### config.mk
export PLATFORM = sky130hd
export DESIGN_NAME = sdma_chain_src
export DESIGN_NICKNAME = d
export VERILOG_FILES = /design/src/rtl/sdma_pkg.sv /design/src/rtl/sdma_tag_decode.sv /design/src/rtl/sdma_burst_calc.sv /design/src/rtl/sdma_word_sel.sv /design/src/rtl/sdma_chain_src.sv
export SDC_FILE = /design/constraint.sdc
export NUM_CORES = 1
export LEC_CHECK = 0
export BUFFER_PORTS_ARGS = -buffer_cell sky130_fd_sc_hd__buf_2
export CORE_UTILIZATION = 55
export CTS_BUF_LIST = sky130_fd_sc_hd__clkbuf_8 sky130_fd_sc_hd__clkbuf_16
export DETAILED_ROUTE_END_ITERATION = 8
export PLACE_DENSITY = 0.8
export SETUP_SLACK_MARGIN = 0.15
export SYNTH_ARGS = -nofsm -noshare
export SYNTH_HDL_FRONTEND = slang
export SYNTH_SLANG_ARGS = --single-unit
### constraint.sdc
create_clock -name clk -period 4.5 [get_ports clk]
set_input_delay 0.45 -clock clk [delete_from_list [all_inputs] [get_ports clk]]
set_output_delay 0.45 -clock clk [all_outputs]
set_load 0.005 [all_outputs]
### src/rtl/sdma_pkg.sv
package sdma_pkg;

    localparam int QW_BITS   = 128;
    localparam int WORD_BITS = 32;
    localparam int TAG_AW    = 31;

    typedef enum logic [2:0] {
        TID_REFE = 3'd0,
        TID_CNT  = 3'd1,
        TID_NEXT = 3'd2,
        TID_REF  = 3'd3,
        TID_REFS = 3'd4,
        TID_END  = 3'd7
    } tag_id_e;

    typedef enum logic [2:0] {
        ST_IDLE,
        ST_CHECK,
        ST_DREQ,
        ST_DWAIT,
        ST_DPUSH,
        ST_TREQ,
        ST_TWAIT,
        ST_TPUSH
    } eng_state_e;

    // Chain-end contribution of a tag type alone.
    function automatic logic id_ends_chain(logic [2:0] id);
        return (id == TID_REFE) || (id == TID_END);
    endfunction

    // Types 5 and 6 are not defined.
    function automatic logic id_known(logic [2:0] id);
        return (id != 3'd5) && (id != 3'd6);
    endfunction

endpackage

### src/rtl/sdma_tag_decode.sv
module sdma_tag_decode
    import sdma_pkg::*;
#(
    parameter int ADDR_W = 32,
    parameter int CNT_W  = 16
) (
    input  logic [2:0]        tag_id,
    input  logic [CNT_W-1:0]  tag_qwc,
    input  logic [TAG_AW-1:0] tag_addr,
    input  logic [ADDR_W-1:0] cur_tadr,
    output logic              ok,
    output logic              ends,
    output logic [ADDR_W-1:0] madr_n,
    output logic [ADDR_W-1:0] tadr_n
);
    logic [ADDR_W-1:0] after_tag;
    logic [ADDR_W-1:0] field_addr;
    logic [ADDR_W-1:0] data_bytes;

    always_comb begin
        after_tag  = cur_tadr + ADDR_W'(16);
        field_addr = ADDR_W'(tag_addr);
        data_bytes = ADDR_W'(tag_qwc) << 4;
        ok         = id_known(tag_id);
        ends       = id_ends_chain(tag_id);
        madr_n     = after_tag;
        tadr_n     = after_tag + data_bytes;
        case (tag_id)
            TID_NEXT: begin
                madr_n = after_tag;
                tadr_n = field_addr;
            end
            TID_REF, TID_REFS, TID_REFE: begin
                madr_n = field_addr;
                tadr_n = after_tag;
            end
            default: begin
                madr_n = after_tag;
                tadr_n = after_tag + data_bytes;
            end
        endcase
    end
endmodule

### src/rtl/sdma_burst_calc.sv
module sdma_burst_calc #(
    parameter int CNT_W  = 16,
    parameter int FREE_W = 8
) (
    input  logic [CNT_W-1:0]  qwc,
    input  logic [FREE_W-1:0] free_words,
    output logic              room,
    output logic [CNT_W-1:0]  burst
);
    localparam int SLOT_W = FREE_W - 2;

    logic [SLOT_W-1:0] slots;

    always_comb begin
        slots = free_words[FREE_W-1:2];
        room  = slots != '0;
        if (CNT_W'(slots) < qwc) burst = CNT_W'(slots);
        else                     burst = qwc;
    end
endmodule

### src/rtl/sdma_word_sel.sv
module sdma_word_sel #(
    parameter int WORDS  = 4,
    parameter int WORD_W = 32,
    localparam int IDX_W = $clog2(WORDS)
) (
    input  logic [WORDS*WORD_W-1:0] qbuf,
    input  logic [IDX_W-1:0]        idx,
    output logic [WORD_W-1:0]       word
);
    logic [WORD_W-1:0] lanes [WORDS];

    for (genvar g = 0; g < WORDS; g++) begin : g_lane
        assign lanes[g] = qbuf[g*WORD_W +: WORD_W];
    end

    assign word = lanes[idx];
endmodule

### src/rtl/sdma_chain_src.sv
module sdma_chain_src
    import sdma_pkg::*;
#(
    parameter int ADDR_W = 32,
    parameter int CNT_W  = 16,
    parameter int FREE_W = 8
) (
    input  logic                 clk,
    input  logic                 rst,
    input  logic                 cfg_start,
    input  logic                 cfg_chain,
    input  logic                 cfg_tag_fwd,
    input  logic                 cfg_tag_irq_en,
    input  logic [ADDR_W-1:0]    cfg_madr,
    input  logic [ADDR_W-1:0]    cfg_tadr,
    input  logic [CNT_W-1:0]     cfg_qwc,
    output logic                 mem_req,
    output logic [ADDR_W-1:0]    mem_addr,
    input  logic                 mem_rvalid,
    input  logic [QW_BITS-1:0]   mem_rdata,
    input  logic [FREE_W-1:0]    fifo_free,
    output logic                 fifo_push,
    output logic [WORD_BITS-1:0] fifo_wdata,
    output logic                 busy,
    output logic                 done_irq,
    output logic                 tag_err
);
    localparam int WPQ   = QW_BITS / WORD_BITS;
    localparam int IDX_W = $clog2(WPQ);

    eng_state_e          state;
    logic                start_q;
    logic                start_rise;
    logic [ADDR_W-1:0]   madr;
    logic [ADDR_W-1:0]   tadr;
    logic [CNT_W-1:0]    qwc;
    logic [CNT_W-1:0]    burst_left;
    logic                chain_q;
    logic                fwd_q;
    logic                irqen_q;
    logic                end_f;
    logic [QW_BITS-1:0]  qbuf;
    logic [IDX_W-1:0]    widx;

    logic                dec_ok;
    logic                dec_end;
    logic [ADDR_W-1:0]   dec_madr;
    logic [ADDR_W-1:0]   dec_tadr;
    logic                room;
    logic [CNT_W-1:0]    burst_n;

    assign start_rise = cfg_start && !start_q;

    sdma_tag_decode #(.ADDR_W(ADDR_W), .CNT_W(CNT_W)) u_dec (
        .tag_id   (mem_rdata[30:28]),
        .tag_qwc  (mem_rdata[CNT_W-1:0]),
        .tag_addr (mem_rdata[62:32]),
        .cur_tadr (tadr),
        .ok       (dec_ok),
        .ends     (dec_end),
        .madr_n   (dec_madr),
        .tadr_n   (dec_tadr)
    );

    sdma_burst_calc #(.CNT_W(CNT_W), .FREE_W(FREE_W)) u_burst (
        .qwc        (qwc),
        .free_words (fifo_free),
        .room       (room),
        .burst      (burst_n)
    );

    sdma_word_sel #(.WORDS(WPQ), .WORD_W(WORD_BITS)) u_sel (
        .qbuf (qbuf),
        .idx  (widx),
        .word (fifo_wdata)
    );

    assign busy      = state != ST_IDLE;
    assign mem_req   = (state == ST_DREQ) || (state == ST_TREQ);
    assign mem_addr  = (state == ST_TREQ) ? tadr : madr;
    assign fifo_push = (state == ST_DPUSH) ||
                       ((state == ST_TPUSH) && (fifo_free != '0));

    always_ff @(posedge clk) begin
        if (rst) begin
            state      <= ST_IDLE;
            start_q    <= 1'b0;
            madr       <= '0;
            tadr       <= '0;
            qwc        <= '0;
            burst_left <= '0;
            chain_q    <= 1'b0;
            fwd_q      <= 1'b0;
            irqen_q    <= 1'b0;
            end_f      <= 1'b0;
            qbuf       <= '0;
            widx       <= '0;
            done_irq   <= 1'b0;
            tag_err    <= 1'b0;
        end else begin
            start_q  <= cfg_start;
            done_irq <= 1'b0;
            if (state == ST_IDLE) begin
                if (start_rise) begin
                    madr    <= cfg_madr;
                    tadr    <= cfg_tadr;
                    qwc     <= cfg_qwc;
                    chain_q <= cfg_chain;
                    fwd_q   <= cfg_tag_fwd;
                    irqen_q <= cfg_tag_irq_en;
                    end_f   <= 1'b0;
                    tag_err <= 1'b0;
                    state   <= ST_CHECK;
                end
            end else if (!cfg_start) begin
                state <= ST_IDLE;
            end else begin
                case (state)
                    ST_CHECK: begin
                        if (qwc == '0) begin
                            if (!chain_q || end_f) begin
                                done_irq <= 1'b1;
                                state    <= ST_IDLE;
                            end else begin
                                state <= ST_TREQ;
                            end
                        end else if (room) begin
                            burst_left <= burst_n;
                            state      <= ST_DREQ;
                        end
                    end
                    ST_DREQ: state <= ST_DWAIT;
                    ST_DWAIT: begin
                        if (mem_rvalid) begin
                            qbuf  <= mem_rdata;
                            widx  <= '0;
                            state <= ST_DPUSH;
                        end
                    end
                    ST_DPUSH: begin
                        widx <= widx + 1'b1;
                        if (widx == IDX_W'(WPQ - 1)) begin
                            madr       <= madr + ADDR_W'(16);
                            qwc        <= qwc - 1'b1;
                            burst_left <= burst_left - 1'b1;
                            state      <= (burst_left == CNT_W'(1)) ? ST_CHECK : ST_DREQ;
                        end
                    end
                    ST_TREQ: state <= ST_TWAIT;
                    ST_TWAIT: begin
                        if (mem_rvalid) begin
                            qbuf <= mem_rdata;
                            if (!dec_ok) begin
                                tag_err <= 1'b1;
                                state   <= ST_IDLE;
                            end else begin
                                madr  <= dec_madr;
                                tadr  <= dec_tadr;
                                qwc   <= mem_rdata[CNT_W-1:0];
                                end_f <= end_f || dec_end || (irqen_q && mem_rdata[31]);
                                widx  <= IDX_W'(2);
                                state <= fwd_q ? ST_TPUSH : ST_CHECK;
                            end
                        end
                    end
                    ST_TPUSH: begin
                        if (fifo_free != '0) begin
                            widx <= widx + 1'b1;
                            if (widx == IDX_W'(WPQ - 1)) state <= ST_CHECK;
                        end
                    end
                    default: state <= ST_IDLE;
                endcase
            end
        end
    end
endmodule

==> tab_implementation.tex <==
\begin{tabular}{lr}
\hline
Metric & Value \\
\hline
\multicolumn{2}{l}{\textbf{Run status}} \\
\quad Status & finished clean \\
\multicolumn{2}{l}{\textbf{Hold path}} \\
\quad Launch point of the worst hold path & mem\_rdata[27] \\
\quad Hold depth & 3 \\
\quad Path type of the worst min-delay path & input port to register \\
\quad Hold endpoint & qbuf[27]\$\_SDFFE\_PP0P\_ \\
\multicolumn{2}{l}{\textbf{Global route}} \\
\quad Vias in the first global route & between 10k and 15k \\
\quad Number of antenna violations at the first check in global routing & 0 \\
\quad Global routing usage summed across all routing layers & between 30\% and 40\% \\
\quad Global-route congestion overflow total & 0 \\
\quad Pin count of the biggest net entering global routing & between 100 and 150 \\
\quad First-pass GRT wire length & between 70 and 80 mm \\
\multicolumn{2}{l}{\textbf{Cells and area}} \\
\quad Area taken by multi-input logic gates & roughly 9000 sq um \\
\quad Share of post-route cells with drive strength above 1 & between 20 and 25\% \\
\quad Nets@finish & roughly 2.3k \\
\quad Area delta synth->final & 17.3\% \\
\quad Sequential cell area & 4730 sq um \\
\quad Core occupancy in the finished layout & approximately two thirds \\
\quad Number of filler instances in the final layout & $\sim$2.3k \\
\quad Top library cells by usage in the layout, fill and taps aside & nand2\_1 (375), buf\_2 (290), dfxtp\_1 (234) \\
\quad Commonest non-fill, non-tap cell in the layout & nand2\_1 \\
\multicolumn{2}{l}{\textbf{Yosys}} \\
\quad Most used flip-flop cell after synthesis & dfxtp\_1 \\
\quad Count of flip-flops with a built-in enable after synthesis & 0 \\
\quad Synthesis Warnings & 0 \\
\quad Share of synthesized area occupied by flip-flops and latches & between 30\% and 40\% \\
\quad Number of distinct library cells after synthesis & 77 \\
\quad Average size of a mapped cell & between 7 and 8 sq um \\
\quad Post-synthesis register bit count & 236 \\
\quad Synthesized instance count & 1877 \\
\quad Mapped cell area & 14400 sq um \\
\quad Async SR Flop Fraction & 0\% \\
\quad Post-synth net total & 2133 \\
\multicolumn{2}{l}{\textbf{Setup path}} \\
\quad Setup crit start kind & register \\
\quad Cells traversed along the worst timing path & ha\_2 -> nand3\_2 -> nor3\_1 -> nand3\_1 -> xnor2\_1 -> ha\_1 -> nand4\_1 -> o211ai\_1 -> o211ai\_1 -> a2111oi\_4 -> and2\_4 -> a31oi\_1 -> a2111oi\_2 \\
\quad Minimum setup slack among reg-to-reg paths & roughly 410 ps \\
\quad Reg2reg end & tadr[29]\$\_SDFFE\_PP0P\_ \\
\quad Cell type with the highest occurrence count on the critical path & o211ai\_1 \\
\quad Worst stage delay on the critical path & roughly 550 ps \\
\quad Signal arrival time at the worst endpoint & between 4000 and 5000 ps \\
\quad Cell depth of the worst flop-to-flop path & 13 \\
\quad Worst R2R Start & tadr[4]\$\_SDFFE\_PP0P\_ \\
\quad Cell at the slowest stage of the critical path & a2111oi\_4 \\
\quad Required time of the worst setup path & approximately 5000 ps \\
\quad Endpoint class of the critical path & register \\
\quad Max Fanout on Critical Path & 7 \\
\quad Critical Setup Path Class & register to register \\
\multicolumn{2}{l}{\textbf{STA}} \\
\quad Shortest clock period the worst path allows after layout & 4090 ps \\
\quad Maximum achievable frequency & roughly 240 MHz \\
\quad Slew of the pin with the lowest slew margin & around 1200 ps \\
\quad Relative slew margins & 21.2\% \\
\quad Layout Skew & between 10 and 15 ps \\
\quad Final worst-path setup slack & just over 400 ps \\
\quad Final-report max-slew violation count & 0 \\
\quad Count of final setup violators & 0 \\
\quad TNS Setup & 0 ps \\
\quad Share of the clock period used by the worst path & approximately 90\% \\
\quad Minimum hold slack & 138 ps \\
\quad Unrepaired setup endpoints after global routing & false \\
\quad Final hold viol count & 0 \\
\multicolumn{2}{l}{\textbf{Clocking}} \\
\quad Clock-pin slew reported for the worst setup and hold paths after clock tree synthesis & $\sim$60 ps \\
\quad TritonCTS clock tree & yes \\
\quad Number of buffers inserted during clock tree synthesis & 27 \\
\quad Post-CTS setup buffer count & 0 \\
\quad Master cell of the clock root buffer & clkbuf\_16 \\
\quad Number of clock sinks seen by CTS & $\sim$240 \\
\quad Clk Latency, worst-skew pair & between 500 and 600 ps \\
\quad Deepest level of the CTS H-tree & 1 \\
\quad Largest buffer count on any clock path & 3 \\
\multicolumn{2}{l}{\textbf{Route}} \\
\quad Drt first pass iters & 8 \\
\quad Via count of the routed design & approximately 15k \\
\quad Number of nets with antenna violations after detailed routing & 0 \\
\quad Wire length per cell & slightly above 20 um \\
\quad Wire length reported by the detailed router & 50.3 mm \\
\quad Via-per-instance ratio & 6.24 \\
\quad Count of routing violations after the opening detailed-route iteration & 1683 \\
\quad Post-route DRC & 0 \\
\multicolumn{2}{l}{\textbf{Flow run}} \\
\quad Maximum capacitance violations & 0 \\
\multicolumn{2}{l}{\textbf{Die}} \\
\quad Number of core rows & a little under 60 \\
\quad Initial standard-cell utilization of the core & a little under three fifths \\
\quad Vertical die dimension & 164 um \\
\quad Floorplan die area & 26800 sq um \\
\quad Area of the core & approximately 25000 sq um \\
\quad I/O pin cnt & 292 \\
\quad Horiz. Die Dim & 164 um \\
\multicolumn{2}{l}{\textbf{Power}} \\
\quad LEAKAGE & between 6 and 7 nW \\
\quad PwrDens & about 320 nW/um\^{}2 \\
\quad Total power & $\sim$0.0055 W \\
\quad Worst IR drop on VDD & $\sim$260 uV \\
\multicolumn{2}{l}{\textbf{Placed design}} \\
\quad Placer Congestion & around 0.95 \\
\quad Place WS & 452 ps \\
\quad HPWL reported at the end of detailed placement & between 30 and 40 mm \\
\quad Count of input and output buffers & approximately 290 \\
\hline
\end{tabular}
-- worst max-delay path by stage --
stage / from / to / slack [ps]
after floorplan: tadr[8]$_SDFFE_PP0P_ / tadr[29]$_SDFFE_PP0P_ / 980
after global placement: tadr[4]$_SDFFE_PP0P_ / tadr[29]$_SDFFE_PP0P_ / 500
after detailed placement: tadr[4]$_SDFFE_PP0P_ / tadr[29]$_SDFFE_PP0P_ / 450
after CTS: tadr[4]$_SDFFE_PP0P_ / tadr[29]$_SDFFE_PP0P_ / 370
after global routing: tadr[5]$_SDFFE_PP0P_ / tadr[29]$_SDFFE_PP0P_ / 150
final: tadr[4]$_SDFFE_PP0P_ / tadr[29]$_SDFFE_PP0P_ / 410
-- state kept, by name, indices dropped and copies added, names as in the netlist --
register,cells
end_f,1
qbuf,128
tadr,32
state,3
irqen_q,1
qwc,16
tag_err,1
fwd_q,1
madr,32
burst_left,16
widx,2
chain_q,1
start_q,1
done_irq,1
-- repair_timing --
item / CTS / global route
gates resized for setup: 0 / 4
setup endpoints to repair: 0 / 8
hold buffers: 0 / 0
endpoints found under the hold margin: 0 / 0
-- cells by family (layout without fill, tap and decap cells) --
group	after synthesis	in the layout	share of synthesized area, %
simple gates	735	735	22.9
compound gates	545	545	23.5
flops	236	236	32.8
buf+inv	177	403	4.68
mux	89	89	9.36
xor+xnor	62	62	3.77
fa+ha+maj	33	33	2.92
other cells	0	1	0
-- report_power, final --
group / internal, W / switching, W
Sequential: 0.00216 / 0.000108
Combinational: 0.000395 / 0.000613
Clock: 0.00128 / 0.000912
Total: 0.00383 / 0.00163
-- metrics by stage --
step	instance area, sq um	std cells
after floorplan	14400	1877
final	16900	2434
after global placement	16000	2386
after global routing	16900	2433
after CTS	16900	2433
after detailed placement	16000	2386
-- area by class of cell --
cell class,instances,area share [%]
clock inverter,12,0.548
timing repair buffer,322,10.1
sequential,236,28.0
multi-input combinational,1464,53.5
clock buffer,35,4.65
inverter,34,0.756
antenna,1,0.0148
tap,330,2.44
-- critical path, delay by kind of cell, from the launching register on --
family / cells / cell delay [ps]
flops: 1 / 420
simple gates: 5 / 1100
xor+xnor: 1 / 190
compound gates: 5 / 1570
fa+ha+maj: 2 / 710
-- cells in the mapped netlist (11+ instances only) --
library cell  number  area share [%]
a211oi_1          47             2.5
a21oi_1          225             7.8
a221oi_1          17             1.0
a22oi_1           21             1.1
a311oi_1          11            0.67
a31oi_1           21            0.91
and3_1            11            0.48
clkbuf_1         127             3.3
dfxtp_1          236              33
ha_1              32             2.8
inv_1             33            0.86
mux2_2            35             2.7
mux2i_1           21             1.5
mux4_2            33             5.2
nand2_1          375             9.8
nand2b_1          12            0.52
nand3_1           35             1.2
nand4_1           20            0.87
nor2_1           142             3.7
nor3_1            56             1.9
nor4_1            13            0.57
o211ai_1          31             1.6
o21ai_0           89             3.1
o22ai_1           11            0.48
or3_1             16            0.70
xnor2_1           34             2.1
xor2_1            28             1.7
-- layer usage --
metal | wire length, um | share of wire, % | GRT usage (%)
met1 | 20000 | 40 | 47.1
met2 | 23300 | 46 | 59.0
met3 | 4040 | 8.0 | 5.56
met4 | 2900 | 5.8 | 19.5
met5 | 0 | 0 | 0
Power figures use the tool's default switching activity.
